==> src/rtl/capcmp_pkg.sv <==
package capcmp_pkg;

    parameter int unsigned CNT_W    = 16;
    parameter int unsigned N_SRC    = 4;
    parameter int unsigned SYNC_LEN = 2;

    typedef enum logic [1:0] {
        EDGE_OFF  = 2'b00,
        EDGE_RISE = 2'b01,
        EDGE_FALL = 2'b10,
        EDGE_BOTH = 2'b11
    } edge_sel_e;

    // bit 0 cap1, bit 1 cap2, bit 2 compare, bit 3 overflow
    typedef struct packed {
        logic ovf;
        logic cmp;
        logic cap2;
        logic cap1;
    } evt_t;

    function automatic logic edge_hit(input logic cur, input logic prev, input edge_sel_e sel);
        logic rise;
        logic fall;
        rise = cur & ~prev;
        fall = ~cur & prev;
        return (sel[0] & rise) | (sel[1] & fall);
    endfunction

endpackage

==> src/rtl/capcmp_edge_cap.sv <==
module capcmp_edge_cap
    import capcmp_pkg::*;
#(
    parameter int unsigned W     = CNT_W,
    parameter int unsigned STAGE = SYNC_LEN
) (
    input  logic         clk,
    input  logic         rst,
    input  logic         en,
    input  logic         pin,
    input  edge_sel_e    sel,
    input  logic [W-1:0] cnt_in,
    output logic         evt,
    output logic [W-1:0] cap_q
);

    logic [STAGE:0] shift_q;

    always_ff @(posedge clk) begin
        if (rst) shift_q <= '0;
        else     shift_q <= {shift_q[STAGE-1:0], pin};
    end

    assign evt = en & edge_hit(shift_q[STAGE-1], shift_q[STAGE], sel);

    always_ff @(posedge clk) begin
        if (rst)      cap_q <= '0;
        else if (evt) cap_q <= cnt_in;
    end

    a_r3_cap_load: assert property (@(posedge clk) disable iff (rst)
        evt |=> cap_q == $past(cnt_in));
    a_r3_cap_hold: assert property (@(posedge clk) disable iff (rst)
        !evt |=> $stable(cap_q));

endmodule

==> src/rtl/capcmp_counter.sv <==
module capcmp_counter
    import capcmp_pkg::*;
#(
    parameter int unsigned W = CNT_W
) (
    input  logic         clk,
    input  logic         rst,
    input  logic         en,
    input  logic         clr,
    output logic [W-1:0] cnt_q,
    output logic         wrap
);

    localparam logic [W-1:0] TOP = '1;

    assign wrap = en & ~clr & (cnt_q == TOP);

    always_ff @(posedge clk) begin
        if (rst)        cnt_q <= '0;
        else if (en) begin
            if (clr)    cnt_q <= '0;
            else        cnt_q <= cnt_q + 1'b1;
        end
    end

    a_r2_hold: assert property (@(posedge clk) disable iff (rst)
        !en |=> $stable(cnt_q));
    a_r2_wrap_zero: assert property (@(posedge clk) disable iff (rst)
        wrap |=> cnt_q == '0);
    a_r4_clr_zero: assert property (@(posedge clk) disable iff (rst)
        (en && clr) |=> cnt_q == '0);

endmodule

==> src/rtl/capcmp_irq.sv <==
module capcmp_irq
    import capcmp_pkg::*;
#(
    parameter int unsigned N = N_SRC
) (
    input  logic         clk,
    input  logic         rst,
    input  logic         en,
    input  logic [N-1:0] evt,
    input  logic [N-1:0] clr,
    input  logic [N-1:0] ie,
    output logic [N-1:0] flags_q,
    output logic         irq
);

    always_ff @(posedge clk) begin
        if (rst) flags_q <= '0;
        else     flags_q <= (flags_q & ~clr) | evt;
    end

    assign irq = en & (|(flags_q & ie));

    a_r8_event_wins: assert property (@(posedge clk) disable iff (rst)
        (|evt) |=> ((flags_q & $past(evt)) == $past(evt)));
    a_r8_sticky: assert property (@(posedge clk) disable iff (rst)
        (|(flags_q & ~clr)) |=> ((flags_q & $past(flags_q & ~clr)) == $past(flags_q & ~clr)));

endmodule

==> src/rtl/capcmp_timer.sv <==
module capcmp_timer
    import capcmp_pkg::*;
#(
    parameter int unsigned W = CNT_W
) (
    input  logic             clk,
    input  logic             rst,
    input  logic             tmr_en,
    input  logic             cap1_pin,
    input  logic             cap2_pin,
    input  logic [1:0]       cap1_edge,
    input  logic [1:0]       cap2_edge,
    input  logic             cap1_rst_en,
    input  logic             tie_inputs,
    input  logic [W-1:0]     cmp_val,
    input  logic             out_en,
    input  logic             out_set_cmd,
    input  logic             out_clr_cmd,
    input  logic [N_SRC-1:0] irq_en,
    input  logic [N_SRC-1:0] flag_clr,
    output logic [W-1:0]     count,
    output logic [W-1:0]     cap1_val,
    output logic [W-1:0]     cap2_val,
    output logic             cmp_out,
    output logic [N_SRC-1:0] flags,
    output logic             irq
);

    localparam int unsigned N_CH = 2;
    localparam logic [W-1:0] ONE = W'(1);

    logic [N_CH-1:0] ch_pin;
    edge_sel_e       ch_sel [N_CH];
    logic [W-1:0]    ch_cap [N_CH];
    logic [N_CH-1:0] ch_evt;
    logic            ovf_evt;
    logic            cmp_hit;
    logic            out_q;
    logic            force_set;
    logic            force_clr;
    evt_t            events;

    assign ch_pin[0] = cap1_pin;
    assign ch_pin[1] = tie_inputs ? cap1_pin : cap2_pin;
    assign ch_sel[0] = edge_sel_e'(cap1_edge);
    assign ch_sel[1] = edge_sel_e'(cap2_edge);

    for (genvar g = 0; g < N_CH; g++) begin : g_ch
        capcmp_edge_cap #(.W(W), .STAGE(SYNC_LEN)) u_cap (
            .clk    (clk),
            .rst    (rst),
            .en     (tmr_en),
            .pin    (ch_pin[g]),
            .sel    (ch_sel[g]),
            .cnt_in (count),
            .evt    (ch_evt[g]),
            .cap_q  (ch_cap[g])
        );
    end

    assign cap1_val = ch_cap[0];
    assign cap2_val = ch_cap[1];

    capcmp_counter #(.W(W)) u_cnt (
        .clk   (clk),
        .rst   (rst),
        .en    (tmr_en),
        .clr   (ch_evt[0] & cap1_rst_en),
        .cnt_q (count),
        .wrap  (ovf_evt)
    );

    assign cmp_hit   = tmr_en & (count == (cmp_val - ONE));
    assign force_set = out_en & out_set_cmd;
    assign force_clr = out_en & out_clr_cmd;

    always_ff @(posedge clk) begin
        if (rst)            out_q <= 1'b0;
        else if (force_set) out_q <= 1'b1;
        else if (force_clr) out_q <= 1'b0;
        else if (cmp_hit)   out_q <= ~out_q;
    end

    assign cmp_out = out_en & out_q;

    assign events.cap1 = ch_evt[0];
    assign events.cap2 = ch_evt[1];
    assign events.cmp  = cmp_hit;
    assign events.ovf  = ovf_evt;

    capcmp_irq #(.N(N_SRC)) u_irq (
        .clk     (clk),
        .rst     (rst),
        .en      (tmr_en),
        .evt     (events),
        .clr     (flag_clr),
        .ie      (irq_en),
        .flags_q (flags),
        .irq     (irq)
    );

    a_r6_toggle: assert property (@(posedge clk) disable iff (rst)
        (cmp_hit && !force_set && !force_clr) |=> out_q != $past(out_q));
    a_r7_set_wins: assert property (@(posedge clk) disable iff (rst)
        force_set |=> out_q);
    a_r7_ignored: assert property (@(posedge clk) disable iff (rst)
        (!out_en && !cmp_hit) |=> $stable(out_q));

endmodule

==> config.mk <==
export PLATFORM = sky130hd
export DESIGN_NAME = capcmp_timer
export DESIGN_NICKNAME = d
export VERILOG_FILES = /design/src/rtl/capcmp_pkg.sv /design/src/rtl/capcmp_edge_cap.sv /design/src/rtl/capcmp_counter.sv /design/src/rtl/capcmp_irq.sv /design/src/rtl/capcmp_timer.sv
export SDC_FILE = /design/constraint.sdc
export NUM_CORES = 1
export LEC_CHECK = 0
export BUFFER_PORTS_ARGS = -buffer_cell sky130_fd_sc_hd__buf_2
export CORE_ASPECT_RATIO = 1.2
export CORE_MARGIN = 4
export CORE_UTILIZATION = 45
export DETAILED_ROUTE_END_ITERATION = 8
export PLACE_DENSITY = 0.79
export SLEW_MARGIN = 10
export SYNTH_ARGS = -nofsm -noshare
export SYNTH_HDL_FRONTEND = slang
export SYNTH_HIERARCHICAL = 1
export SYNTH_SLANG_ARGS = --single-unit
==> constraint.sdc <==
create_clock -name clk -period 3.65 [get_ports clk]
set_input_delay 0 -clock clk [delete_from_list [all_inputs] [get_ports clk]]
set_output_delay 0 -clock clk [all_outputs]
set_load 0.005 [all_outputs]
==> results of run 1 <==
[logic make-up (layout without fill, tap and decap cells)]
| logic type | after synthesis | count (layout) | share of synthesized area |
|---|---|---|---|
| AO/OA/AOI/OAI | 53 | 53 | 0.101 |
| XOR/XNOR | 21 | 21 | 0.0561 |
| adder cells (fa/ha/maj) | 2 | 2 | 0.00764 |
| buffers and inverters | 21 | 124 | 0.0378 |
| flip-flops | 59 | 59 | 0.361 |
| multiplexers | 34 | 34 | 0.105 |
| AND/OR/NAND/NOR | 168 | 168 | 0.332 |
[synth_stat cells, drive strengths merged, types with 6 or more instances]
cell type and count:
nand2b 71, dfxtp 59, mux2i 32, a21oi 19, nor2 15, nand2 14
o21ai 12, xnor2 11, xor2 10, clkbuf 9, nor2b 8, inv 7
nand4 7, nor3 7, nand3 6
[per-layer routing]
metal  vias up  routed length, µm  GRT usage
li1       1466                  -          -
met1      1393               3680      0.249
met2       122               4080      0.338
met3        19                656     0.0431
met4         0                219      0.104
met5         -                  0          0
[worst max-delay path, cell delays in order (launching register included)]
cell and delay [ns]:
dfxtp_1 0.63, nand2_1 0.10, mux2_2 0.28, o31ai_1 0.32, o221ai_2 0.16, nor4_4 0.30, xor2_1 0.17, o2bb2ai_1 0.12
dlygate4sd3_1 0.57
[stage by stage]
step	instance area (µm²)	util
floorplan	3280	-
global placement	3750	0.537
detailed placement	3750	0.537
CTS	4040	0.578
global route	4040	0.578
finish	4040	0.578
[worst min path at each step]
stage                                          end  slack (ns)  startpoint
6_report       g_ch[1].u_cap/shift_q[0]$_SDFF_PP0_        0.02  tie_inputs
5_1_grt        g_ch[1].u_cap/shift_q[0]$_SDFF_PP0_        0.05  tie_inputs
4_1_cts        g_ch[1].u_cap/shift_q[0]$_SDFF_PP0_        0.01  tie_inputs
3_5_place_dp   g_ch[0].u_cap/shift_q[0]$_SDFF_PP0_        0.23    cap1_pin
3_3_place_gp   g_ch[0].u_cap/shift_q[0]$_SDFF_PP0_        0.23    cap1_pin
2_1_floorplan          u_irq/flags_q[0]$_SDFF_PP0_        0.07         rst
[power by group through the flow]
stage | registers (µW) | logic (µW) | clock network (µW)
after global routing | 672 | 164 | 629
after detailed placement | 686 | 138 | 0
after global placement | 685 | 135 | 0
after floorplan | 679 | 88.9 | 0
after CTS | 671 | 147 | 601
final | 671 | 148 | 588
[registers in the layout, summed over array words and instances (netlist names)]
name,count
u_cnt/cnt_q,16
out_q,1
g_ch.u_cap/cap_q,32
u_irq/flags_q,4
g_ch.u_cap/shift_q,6
[cells in the final DEF, fill, tap and decap left out, drive strengths merged, types with 5 or more instances in the layout]
master	count
nor3	7
mux2i	32
or3	5
or4	5
nand3	6
nor2	15
inv	7
nor2b	8
nand2	14
dfxtp	59
o21ai	12
dlygate4sd3	9
a21oi	19
xnor2	11
xor2	10
nand4b	5
nand2b	71
buf	92
nand4	7
clkbuf	12
[final cells by class]
type                       instances  area, µm²  share of cell area
clock inverter                     4       50.0              0.0124
multi-input combinational        278       1970               0.488
inverter                           7       26.3             0.00651
timing repair buffer             101        553               0.137
clock buffer                      12        145              0.0360
tap                               87        109              0.0270
sequential                        59       1180               0.293
==> key figures, run 1 <==
Run status
  – Status: complete, no violations

STA
  – Hold slack: 0.0201 ns
  – Max-Slew Margin vs Limit: 0.628
  – Final max-slew violation count: 0
  – RSZ-0062 raised after global routing: no
  – Worst-Margin Slew: 0.557 ns
  – Final setup fails: 0
  – Clk_skew: 0.00957 ns
  – Final Cycle Share: 0.740
  – Hold Fails Final Rpt: 0
  – PnR worst setup slack: 0.949 ns
  – Setup TNS: 0 ns
  – Tmin final: 2.70 ns
  – Maximum achievable frequency: 370 MHz

Final layout
  – P&R area growth vs syn: 23.2%
  – Final nets: 496
  – Final non-filler cell total: 548
  – Fillers: 626
  – Ant diodes: 0
  – Share of cells above drive strength 1: 0.265

Floorplan
  – Total die area: 0.00871 mm²
  – Core Area: 0.00698 mm²
  – Starting density of the core: 0.469
  – # rows: 33
  – Die H: 101 µm
  – I/O Pins: 92
  – Die X: 85.9 µm

Critical path
  – Crit Path Class: reg2reg
  – Worst EP arrival: 2.98 ns
  – R2R cell count: 8
  – Req. time, crit path: 3.93 ns
  – Crit. End Element: flop
  – CP startpoint: u_cnt/cnt_q[6]$_SDFFE_PP0P_
  – Reg-to-reg endpoint: out_q$_SDFFE_PP0P_
  – Setup crit start kind: flop
  – Worst reg-to-reg setup slack: 0.95 ns
  – R2R Path Start: u_cnt/cnt_q[6]$_SDFFE_PP0P_
  – Worst-path fanout max: 12
  – CP endpoint: out_q$_SDFFE_PP0P_

Clock network
  – Post_cts resized: 0
  – Hold buffers post-CTS: 9
  – Depth of the CTS H-tree: 3
  – Clk root buf: clkbuf_8
  – CTS tree: done
  – CTS Buf Count: 9
  – Clk pin slew, worst setup/hold paths: 0.06 ns
  – Setup Buffers After CTS: 0
  – Max Buffers Root-to-Sink: 2
  – Clock sinks: 59
  – Worst-Skew Late Latency: 0.34 ns

Logic synthesis
  – Library cells used by synthesis: 54
  – Syn avg cell area: 9.15 µm²
  – Synth warn: 6
  – Synth Cell Area: 0.00328 mm²
  – Area leader, netlist: dfxtp_1
  – Post-synth EDFFs: 0
  – Syn Inst Count: 358
  – Top post-synthesis cells by area: dfxtp_1 (36%), nand2b_1 (14%), mux2i_1 (9.8%)
  – Share of the synthesized area in the top cell type: 0.361
  – Syn nets: 398
  – Async set or reset register ratio after synthesis: 0
  – Primary FF master, synth: dfxtp_1
  – Register area share after synthesis: 0.361
  – #FFs+latches synth: 59

Detailed routing
  – DRC: 0
  – 1st-iter DRT viols: 191
  – Length of the first detailed-routing pass in iterations: 4
  – Vias per cell: 5.47
  – Routed wire length: 8630 µm
  – Wirelength per Cell: 15.8 µm
  – Vias: 3000
  – Antenna-violating nets left: 0

Global routing
  – Vias in the first global route: 2906
  – Antenna violations before repair: 0
  – First-pass GRT wire length: 14000 µm
  – Total grt overflow: 0
  – GRT Overall Usage: 0.204
  – Largest net degree at the start of global routing: 60

Power
  – Clock power share: 0.418
  – Leakage power: 0.00159 µW
  – Total Power: 1410 µW
  – Net load switching power: 345 µW
  – Power density cells: 349 mW/mm²
  – Reg power frac: 0.477
  – Internal: 1060 µW
  – Maximum VDD drop: 0.000243 V
  – Switching share of power: 0.245
  – Comb power frac: 0.105

Placed design
  – Post-DP HPWL: 5930 µm
  – Input/output buffers: 91
  – Placer Congestion: 0.911
  – Inst Count DP: 523
  – Setup WS pre-CTS: 1.44 ns

Flow run
  – Max Cap Viol: 0

Hold path
  – Hold Crit Class: in2reg
  – Worst Hold Depth: 3
Power figures use the tool's default switching activity.
==> inputs of run 2 (changes only) <==
Settings changed: PLACE_DENSITY 0.79 to 0.82.
Clock period 3.65 ns to 2.3 ns, I/O delays scaled along.
==> run 2 against run 1 <==
Effect of this change: critical path depth grew 2; count of clock-buffer cells in the layout shrank 1; clock power grew 84%; die area is the same; largest cell class unchanged; first-iteration DRC count grew 53%; highest routed layer unchanged; worst hold slack is essentially flat; sequential power grew 58%; non-clock buffer count grew 13; critical path type is now in2reg; sequential share of layout area shrank 0.90 points.
==> key figures, run 2 (synthesis results as in run 1) <==
Run status
  – Status: complete, no violations

Critical path
  – Setup crit start kind: primary input
  – Crit. End Element: flop
  – Worst EP arrival: 2.23 ns
  – Worst-path fanout max: 5
  – Req. time, crit path: 2.57 ns
  – R2R Path Start: u_cnt/cnt_q[0]$_SDFFE_PP0P_
  – Crit Path Class: in2reg
  – CP startpoint: cmp_val[0]

Floorplan
  – Die X: 85.9 µm
  – # rows: 33
  – Core Area: 0.00698 mm²
  – Die H: 101 µm
  – Starting density of the core: 0.469
  – I/O Pins: 92
  – Total die area: 0.00871 mm²

Detailed routing
  – Antenna-violating nets left: 0
  – Vias: 3172
  – DRC: 0
  – 1st-iter DRT viols: 292
  – Vias per cell: 5.66
  – Wirelength per Cell: 16.5 µm
  – Routed wire length: 9250 µm
  – Length of the first detailed-routing pass in iterations: 4

Clock network
  – CTS Buf Count: 9
  – Clk root buf: clkbuf_8
  – Post_cts resized: 0
  – Depth of the CTS H-tree: 3
  – CTS tree: done
  – Worst-Skew Late Latency: 0.34 ns
  – Clock sinks: 59
  – Clk pin slew, worst setup/hold paths: 0.07 ns
  – Max Buffers Root-to-Sink: 2

Power
  – Power density cells: 573 mW/mm²
  – Maximum VDD drop: 0.000520 V
  – Leakage power: 0.00168 µW

STA
  – Clk_skew: 0.00773 ns
  – Final setup fails: 0
  – Hold slack: 0.0201 ns
  – Setup TNS: 0 ns
  – Tmin final: 1.96 ns
  – Hold Fails Final Rpt: 0
  – Maximum achievable frequency: 511 MHz
  – RSZ-0062 raised after global routing: no
  – Max-Slew Margin vs Limit: 0.512
  – Final max-slew violation count: 0
  – Final Cycle Share: 0.851
  – Worst-Margin Slew: 0.732 ns

Final layout
  – Fillers: 593
  – Max FFs per register: 32
  – Share of cells above drive strength 1: 0.288
  – Ant diodes: 0
  – Storage element area: 0.00118 mm²
  – P&R area growth vs syn: 27.1%
  – Commonest non-fill, non-tap cell in the layout: buf_2
  – Final non-filler cell total: 560
  – Final nets: 509
  – Largest registers: g_ch.u_cap/cap_q: 32 flops, u_cnt/cnt_q: 16 flops, g_ch.u_cap/shift_q: 6 flops
  – Multi-input gate area: 0.00197 mm²
  – Biggest register: g_ch.u_cap/cap_q
  – Utilization after layout: 0.597
  – Commonest cells after routing, fill and taps aside: buf_2 (91), nand2b_1 (71), dfxtp_1 (59)
  – Final Cell Area: 0.00416 mm²

Flow run
  – Max Cap Viol: 0

Placed design
  – Post-DP HPWL: 6570 µm
  – DP Area: 0.00385 mm²
  – Placer Congestion: 0.861
  – Input/output buffers: 91
  – Inst Count DP: 536

Hold path
  – Hold Crit Class: in2reg
  – Min-delay src: cap2_pin

Global routing
  – First-pass GRT wire length: 14900 µm
  – Vias in the first global route: 3157
  – Antenna violations before repair: 0
  – Largest net degree at the start of global routing: 55
  – GRT Overall Usage: 0.217
  – Total grt overflow: 0
-- run 2: cell count changes in the layout (fill, tap and decap cells not counted) --
| cell | previous run | this run |
|---|---|---|
| clkinvlp_4 | 2 | 0 |
| clkbuf_1 | 2 | 0 |
| clkbuf_8 | 10 | 11 |
| buf_4 | 1 | 14 |
| bufinv_16 | 1 | 2 |
| clkinv_4 | 0 | 1 |
-- run 2: path summary, 6_finish.rpt --
kind / to / slack (ns) / cells past startpoint
setup / recovery: out_q$_SDFFE_PP0P_ / 0.34 / 10
hold / removal: g_ch[1].u_cap/shift_q[0]$_SDFF_PP0_ / 0.02 / 3
setup reg to reg: u_cnt/cnt_q[12]$_SDFFE_PP0P_ / 0.39 / 5
hold reg to reg: g_ch[1].u_cap/shift_q[1]$_SDFF_PP0_ / 0.45 / 1
-- run 2: per-layer routing --
metal  vias up  routed length (µm)  share of wire  global-route usage
met5         -                   0              0                   0
met4         0                 299          0.032               0.127
met3        31                 658          0.071              0.0407
met2       147                4590           0.50               0.377
met1      1511                3710           0.40               0.246
li1       1483                   -              -                   -
-- run 2: what timing repair did --
action	in CTS	in global routing
hold buffers	9	0
hold endpoints to repair	6	0
endpoints found under the setup margin	0	0
buffers inserted	0	0
-- run 2: metrics by stage --
stage	total power, µW	setup WS (ns)
6_report	2390	0.344
5_1_grt	2480	0.185
4_1_cts	2400	0.361
3_5_place_dp	1320	0.0609
3_3_place_gp	1310	0.166
2_1_floorplan	1220	0.412
-- run 2: layout make-up --
type / instances / share of cell area
repair buffers: 114 / 0.156
inverters: 7 / 0.00631
multi-input cells: 278 / 0.473
well taps: 87 / 0.0261
flip-flops and latches: 59 / 0.284
clock buffers: 11 / 0.0364
clock inverters: 4 / 0.0177
-- run 2: critical path, stage by stage --
cell,delay (ns)
buf_2,0.14
inv_1,0.06
ha_1,0.17
or4b_1,0.54
nor4b_1,0.42
xnor2_1,0.18
o2111ai_1,0.19
nor4_4,0.22
xor2_1,0.17
o2bb2ai_1,0.12
-- run 2: where the power goes --
part | switching (µW) | internal, µW
sequential | 20.7 | 1040
combinational | 126 | 125
clock | 414 | 663
